## config.mk

```make
export PLATFORM = sky130hd
export DESIGN_NAME = gmsk_mod
export DESIGN_NICKNAME = d
export VERILOG_FILES = /design/src/rtl/gmsk_pkg.sv /design/src/rtl/gmsk_shaper.sv /design/src/rtl/gmsk_phase_acc.sv /design/src/rtl/gmsk_cordic.sv /design/src/rtl/gmsk_mod.sv
export SDC_FILE = /design/constraint.sdc
export NUM_CORES = 1
export LEC_CHECK = 0
export ABC_AREA = 1
export BUFFER_PORTS_ARGS = -buffer_cell sky130_fd_sc_hd__buf_2
export CORE_AREA = 2 2 178 198
export CTS_CLUSTER_SIZE = 10
export DETAILED_ROUTE_END_ITERATION = 8
export DIE_AREA = 0 0 180 200
export PLACE_DENSITY = 0.81
export SYNTH_ARGS = -nofsm -noshare
export SYNTH_HDL_FRONTEND = slang
export SYNTH_SLANG_ARGS = --single-unit
```

## constraint.sdc

```tcl
create_clock -name clk -period 10.44 [get_ports clk]
set_clock_uncertainty 0.05 [all_clocks]
set_input_delay 0.522 -clock clk [delete_from_list [all_inputs] [get_ports clk]]
set_output_delay 0.522 -clock clk [all_outputs]
set_load 0.05 [all_outputs]
```

## src/rtl/gmsk_pkg.sv

```systemverilog
`timescale 1ns/1ps
package gmsk_pkg;

  typedef enum logic [1:0] {ST_IDLE, ST_LAUNCH, ST_WAIT} mod_state_t;

  // One slot of the symbol history: live marks a slot filled since reset.
  typedef struct packed {
    logic live;
    logic one;
  } sym_t;

  // Gaussian frequency pulse, BT 0.3, three symbols at four samples each.
  localparam int TAP_COUNT = 12;

  function automatic int nrz_level(sym_t s);
    if (!s.live) return 0;
    return s.one ? 1 : -1;
  endfunction

  function automatic int gauss_half(int i);
    case (i)
      0: return 156;
      1: return 441;
      2: return 985;
      3: return 1711;
      4: return 2333;
      default: return 2566;
    endcase
  endfunction

  // Symmetric pulse; weights sum to a quarter turn of a 16-bit phase.
  function automatic int gauss_tap(int idx);
    if (idx < 0 || idx >= TAP_COUNT) return 0;
    return (idx < TAP_COUNT / 2) ? gauss_half(idx) : gauss_half(TAP_COUNT - 1 - idx);
  endfunction

  // atan(2^-i) expressed in 1/65536 of a turn.
  function automatic int atan_turn(int i);
    case (i)
      0: return 8192;
      1: return 4836;
      2: return 2555;
      3: return 1297;
      4: return 651;
      5: return 326;
      6: return 163;
      7: return 81;
      8: return 41;
      9: return 20;
      10: return 10;
      11: return 5;
      12: return 3;
      13: return 1;
      default: return 0;
    endcase
  endfunction

  // Starting x that cancels the rotator's growth, for a target amplitude.
  function automatic int cordic_seed(int amp);
    longint prod;
    prod = longint'(amp) * 64'sd607253;
    return int'(prod / 64'sd1000000);
  endfunction

endpackage

```

## src/rtl/gmsk_shaper.sv

```systemverilog
`timescale 1ns/1ps
module gmsk_shaper
  import gmsk_pkg::*;
#(
  parameter int OSR  = 4,
  parameter int SPAN = 3,
  parameter int FW   = 16,
  parameter int SW   = 2
) (
  input  logic                 clk,
  input  logic                 rst,
  input  logic                 push,
  input  logic                 push_one,
  input  logic [SW-1:0]        sub,
  output logic signed [FW-1:0] freq
);

  sym_t hist [SPAN];
  logic signed [FW-1:0] term [SPAN];

  always_ff @(posedge clk) begin
    if (rst) begin
      for (int j = 0; j < SPAN; j++) hist[j] <= '0;
    end else if (push) begin
      for (int j = SPAN - 1; j > 0; j--) hist[j] <= hist[j-1];
      hist[0] <= '{live: 1'b1, one: push_one};
    end
  end

  // One weighted term per history slot; slot 0 holds the newest symbol.
  for (genvar j = 0; j < SPAN; j++) begin : g_term
    assign term[j] = FW'(nrz_level(hist[j]) * gauss_tap(int'(sub) + OSR * j));
  end

  always_comb begin
    int s;
    s = 0;
    for (int j = 0; j < SPAN; j++) s += int'(term[j]);
    freq = FW'(s);
  end

endmodule

```

## src/rtl/gmsk_phase_acc.sv

```systemverilog
`timescale 1ns/1ps
module gmsk_phase_acc #(
  parameter int PH_W = 16,
  parameter int FW   = 16
) (
  input  logic                 clk,
  input  logic                 rst,
  input  logic                 step,
  input  logic signed [FW-1:0] freq,
  output logic [PH_W-1:0]      phase
);

  always_ff @(posedge clk) begin
    if (rst)       phase <= '0;
    else if (step) phase <= phase + PH_W'(freq);
  end

endmodule

```

## src/rtl/gmsk_cordic.sv

```systemverilog
`timescale 1ns/1ps
module gmsk_cordic
  import gmsk_pkg::*;
#(
  parameter int PH_W = 16,
  parameter int IQ_W = 16,
  parameter int ITER = 14,
  parameter int AMP  = 30000
) (
  input  logic                   clk,
  input  logic                   rst,
  input  logic                   start,
  input  logic [PH_W-1:0]        phase_in,
  output logic                   done,
  output logic signed [IQ_W-1:0] out_i,
  output logic signed [IQ_W-1:0] out_q
);

  localparam int XW    = IQ_W + 2;
  localparam int ZW    = PH_W + 2;
  localparam int CW    = $clog2(ITER + 1);
  localparam int SEED  = cordic_seed(AMP);

  logic signed [XW-1:0] x_q, y_q, x_n, y_n, sh_x, sh_y, map_i, map_q;
  logic signed [ZW-1:0] z_q, z_n, step_ang;
  logic [1:0]           quad_q;
  logic [CW-1:0]        cnt_q;
  logic                 busy_q;
  logic                 turn_down;
  logic                 last_iter;

  assign sh_x      = x_q >>> cnt_q;
  assign sh_y      = y_q >>> cnt_q;
  assign step_ang  = ZW'(atan_turn(int'(cnt_q)));
  assign turn_down = z_q[ZW-1];
  assign last_iter = (cnt_q == CW'(ITER - 1));

  always_comb begin
    if (turn_down) begin
      x_n = x_q + sh_y;
      y_n = y_q - sh_x;
      z_n = z_q + step_ang;
    end else begin
      x_n = x_q - sh_y;
      y_n = y_q + sh_x;
      z_n = z_q - step_ang;
    end
  end

  // Undo the quadrant fold applied at load time.
  always_comb begin
    case (quad_q)
      2'd0: begin map_i = x_n;  map_q = y_n;  end
      2'd1: begin map_i = -y_n; map_q = x_n;  end
      2'd2: begin map_i = -x_n; map_q = -y_n; end
      default: begin map_i = y_n; map_q = -x_n; end
    endcase
  end

  always_ff @(posedge clk) begin
    if (rst) begin
      x_q    <= '0;
      y_q    <= '0;
      z_q    <= '0;
      quad_q <= '0;
      cnt_q  <= '0;
      busy_q <= 1'b0;
      done   <= 1'b0;
      out_i  <= '0;
      out_q  <= '0;
    end else begin
      done <= 1'b0;
      if (start) begin
        x_q    <= XW'(SEED);
        y_q    <= '0;
        z_q    <= {4'b0000, phase_in[PH_W-3:0]};
        quad_q <= phase_in[PH_W-1:PH_W-2];
        cnt_q  <= '0;
        busy_q <= 1'b1;
      end else if (busy_q) begin
        x_q   <= x_n;
        y_q   <= y_n;
        z_q   <= z_n;
        cnt_q <= cnt_q + CW'(1);
        if (last_iter) begin
          busy_q <= 1'b0;
          done   <= 1'b1;
          out_i  <= IQ_W'(map_i);
          out_q  <= IQ_W'(map_q);
        end
      end
    end
  end

endmodule

```

## src/rtl/gmsk_mod.sv

```systemverilog
`timescale 1ns/1ps
module gmsk_mod
  import gmsk_pkg::*;
#(
  parameter int OSR  = 4,
  parameter int SPAN = 3,
  parameter int PH_W = 16,
  parameter int IQ_W = 16,
  parameter int ITER = 14,
  parameter int AMP  = 30000
) (
  input  logic                   clk,
  input  logic                   rst,
  input  logic                   in_valid,
  output logic                   in_ready,
  input  logic                   in_bit,
  output logic                   out_valid,
  output logic signed [IQ_W-1:0] out_i,
  output logic signed [IQ_W-1:0] out_q
);

  localparam int SW = (OSR > 1) ? $clog2(OSR) : 1;
  localparam int FW = PH_W;

  mod_state_t           state_q;
  logic [SW-1:0]        sub_q;
  logic                 accept_evt;
  logic                 step_evt;
  logic                 sample_evt;
  logic                 last_sub;
  logic signed [FW-1:0] freq_w;
  logic [PH_W-1:0]      phase_q;

  assign in_ready   = (state_q == ST_IDLE);
  assign accept_evt = in_valid && in_ready;
  assign step_evt   = (state_q == ST_LAUNCH);
  assign last_sub   = (sub_q == SW'(OSR - 1));
  assign out_valid  = sample_evt;

  always_ff @(posedge clk) begin
    if (rst) begin
      state_q <= ST_IDLE;
      sub_q   <= '0;
    end else begin
      case (state_q)
        ST_IDLE: begin
          if (accept_evt) begin
            sub_q   <= '0;
            state_q <= ST_LAUNCH;
          end
        end
        ST_LAUNCH: state_q <= ST_WAIT;
        ST_WAIT: begin
          if (sample_evt) begin
            if (last_sub) begin
              state_q <= ST_IDLE;
            end else begin
              sub_q   <= sub_q + SW'(1);
              state_q <= ST_LAUNCH;
            end
          end
        end
        default: state_q <= ST_IDLE;
      endcase
    end
  end

  gmsk_shaper #(.OSR(OSR), .SPAN(SPAN), .FW(FW), .SW(SW)) u_shaper (
    .clk      (clk),
    .rst      (rst),
    .push     (accept_evt),
    .push_one (in_bit),
    .sub      (sub_q),
    .freq     (freq_w)
  );

  gmsk_phase_acc #(.PH_W(PH_W), .FW(FW)) u_phase (
    .clk   (clk),
    .rst   (rst),
    .step  (step_evt),
    .freq  (freq_w),
    .phase (phase_q)
  );

  // The rotator takes the phase before this sample's increment lands.
  gmsk_cordic #(.PH_W(PH_W), .IQ_W(IQ_W), .ITER(ITER), .AMP(AMP)) u_cordic (
    .clk      (clk),
    .rst      (rst),
    .start    (step_evt),
    .phase_in (phase_q),
    .done     (sample_evt),
    .out_i    (out_i),
    .out_q    (out_q)
  );

endmodule

```

==> impl_metrics.json <==
{
  "ys_seq_area_share_pct": 14.8,
  "synth_edf_count": 6,
  "cpMostUsedCell": "inv_1",
  "tightest_slew_ps": 1160,
  "rows": 71,
  "antenna_found_initial": 0,
  "grt_max_degree": 66,
  "htreeDepth": 4,
  "hold_viol_final": 0,
  "grt_pass1_vias": 16900,
  "worstSetupEndpointType": "flip-flop",
  "setup_violations": 0,
  "drive_gt1_share_pct": 6.28,
  "cts-buffers-inserted": 17,
  "drc": 0,
  "dr.pass1.iters": 7,
  "ios": 38,
  "hold_buffers": 0,
  "max_slew_margin_pct": 22.5,
  "ys.flop_type": "dfxtp_1",
  "ctsResizeCount": 0,
  "dp_hpwl_mm": 42.8,
  "clkTransAtPathRegs_ps": 70,
  "die_w_um": 180,
  "layout_common_cells": "nand2_1, inv_1, nand3_1",
  "dr_total_vias": 17300,
  "cts.sinks": 134,
  "viasPerCell": 5.63,
  "grt_usage_pct": 30.0,
  "status": "completed",
  "hold_path_class": "input port to flip-flop",
  "rsz0062_at_grt": "no",
  "wirelength_mm": 52.7,
  "finalWorstSetupSlack_ps": 1650,
  "worstPathRequired_ps": 10770,
  "syn_nets": 2979,
  "wl_per_cell_um": 17.2,
  "cts_setup_buffers": 0,
  "syn_area_mm2": 0.0185,
  "syn2layout_area_growth_pct": 5.60,
  "worstPathArrival_ps": 9120,
  "gr-total-overflow": 0,
  "final_nets": 2972,
  "critical_path_class": "flip-flop to flip-flop",
  "final_cell_area_mm2": 0.0195,
  "cts_tree": "yes",
  "final_common_cell": "nand2_1",
  "synth-async-reset-ratio_pct": 0,
  "clk_path_buf_depth": 2,
  "portBuffers": 37,
  "place_area_mm2": 0.0189,
  "synth_cell_type_count": 58,
  "drtAntennaViolNets": 0,
  "max_stage_delay_ps": 580,
  "finalWeightedCongestion": 0.993,
  "clkLatencyLatePin_ps": 460,
  "yosys_warnings": 0,
  "startpoint_type": "flip-flop",
  "core-area_mm2": 0.0338,
  "die_area_mm2": 0.0360,
  "fp.dieH_um": 200,
  "grt_pass1_wl_mm": 86.0,
  "maxCapViolations": 0,
  "totalNegativeSetupSlack_ps": 0,
  "drv_slew": 0,
  "start_util_pct": 54.6,
  "postSynthAreaPerCell_um2": 7.04,
  "n_antenna_cell": 0,
  "fin_crit_ps": 8790,
  "ys_ff_latch": 134,
  "crit_slowest_cell": "fa_1",
  "drt_iter0_markers": 1272,
  "pre_cts_ws_ps": 1740,
  "netlist_instances": 2623,
  "crit_path_max_fanout": 8,
  "cts_root_buf": "clkbuf_16",
  "max_freq_mhz": 114,
  "period_share_pct": 84.2
}
-- through the flow --
stage,hold WS (ps),utilization (%),cells
6_report,322,57.6,3067
5_1_grt,340,57.6,3067
4_1_cts,321,57.6,3067
3_5_place_dp,406,55.9,3035
3_3_place_gp,400,55.9,3035
2_1_floorplan,404,-,2623
-- metal layers --
metal	part of all wire (%)	global-route usage [%]	vias to the layer above	wire, um
met5	0	0	-	0
met4	5.6	16.7	0	2970
met3	5.0	3.28	163	2640
met2	49	53.5	650	25600
met1	41	35.5	8101	21500
li1	-	-	8353	-
-- worst paths after layout --
path / start / to / slack, ps / cells after the start
max: sub_q[1] / u_phase.phase[14] / 1650 / 31
min: in_bit / u_shaper.hist[0][0] / 320 / 3
max reg2reg: sub_q[1] / u_phase.phase[14] / 1650 / 31
min reg2reg: u_cordic.out_q[10] / u_cordic.out_q[10] / 420 / 2
-- flip-flops by register name, indices dropped and copies added, names as in the netlist --
register / flops
u_cordic.busy_q: 1
u_cordic.out_q: 16
u_cordic.step_ang: 14
u_cordic.out_i: 16
sub_q: 2
u_cordic.x_q: 18
u_cordic.done: 1
u_phase.phase: 16
u_cordic.z_q: 18
u_cordic.quad_q: 2
u_cordic.cnt_q: 4
u_cordic.y_q: 18
u_shaper.hist: 6
state_q: 2
-- synthesized netlist by cell type (6+ instances only) --
cell type  count  area share [%]
or2_2          6            0.20
a21oi_1      144             3.9
a221oi_1       7            0.33
ha_1         193              13
buf_2         13            0.35
xor2_1        71             3.4
nand3_2        9            0.49
nor3_1        16            0.43
dfxtp_1      128              14
inv_1        482             9.8
o21ai_0      103             2.8
nand3_1      227             6.2
clkbuf_1      40            0.81
a31oi_1       23            0.78
o22ai_1       16            0.54
nand2_2       25            0.85
xnor2_1       29             1.4
nor2_1       176             3.6
o211ai_1      26             1.1
a21o_1         6            0.24
inv_2          7            0.14
nand3b_1       7            0.28
nor2_2        10            0.34
nand4_1       25            0.85
nand2_1      566              12
edfxtp_1       6            0.98
o21ai_1       15            0.41
buf_6          7            0.43
fa_1         159              17
o21bai_1       7            0.28
o221ai_1       6            0.28
buf_4          9            0.37
-- critical path, delay by kind of cell, from the launching register on --
family / cells / cell delay [ps]
adder cells (fa/ha/maj): 11 / 5180
buffers and inverters: 10 / 880
AND/OR/NAND/NOR: 6 / 1160
AO/OA/AOI/OAI: 3 / 440
XOR/XNOR: 1 / 530
flip-flops: 1 / 470
-- logic make-up after synthesis --
family                     Yosys count  synth area share, %
and+or+nand+nor                   1084                 25.6
DFF                                134                 14.8
xor gates and xnor gates           108                 5.51
buffers and inverters              570                 12.2
AOI/OAI and AO/OA                  375                 11.6
adders and majority gates          352                 30.3
-- area by class of cell --
cell class	instances	area, um2
clock buffers	17	425
clock inverters	15	168
fillers	3189	14300
inverters	496	1870
multi-input cells	1919	13500
flip-flops and latches	134	2740
well taps	438	548
repair buffers	48	268
Power is not shown: default switching activity piles up to over one toggle a cycle in this logic, so the estimate is an artifact.
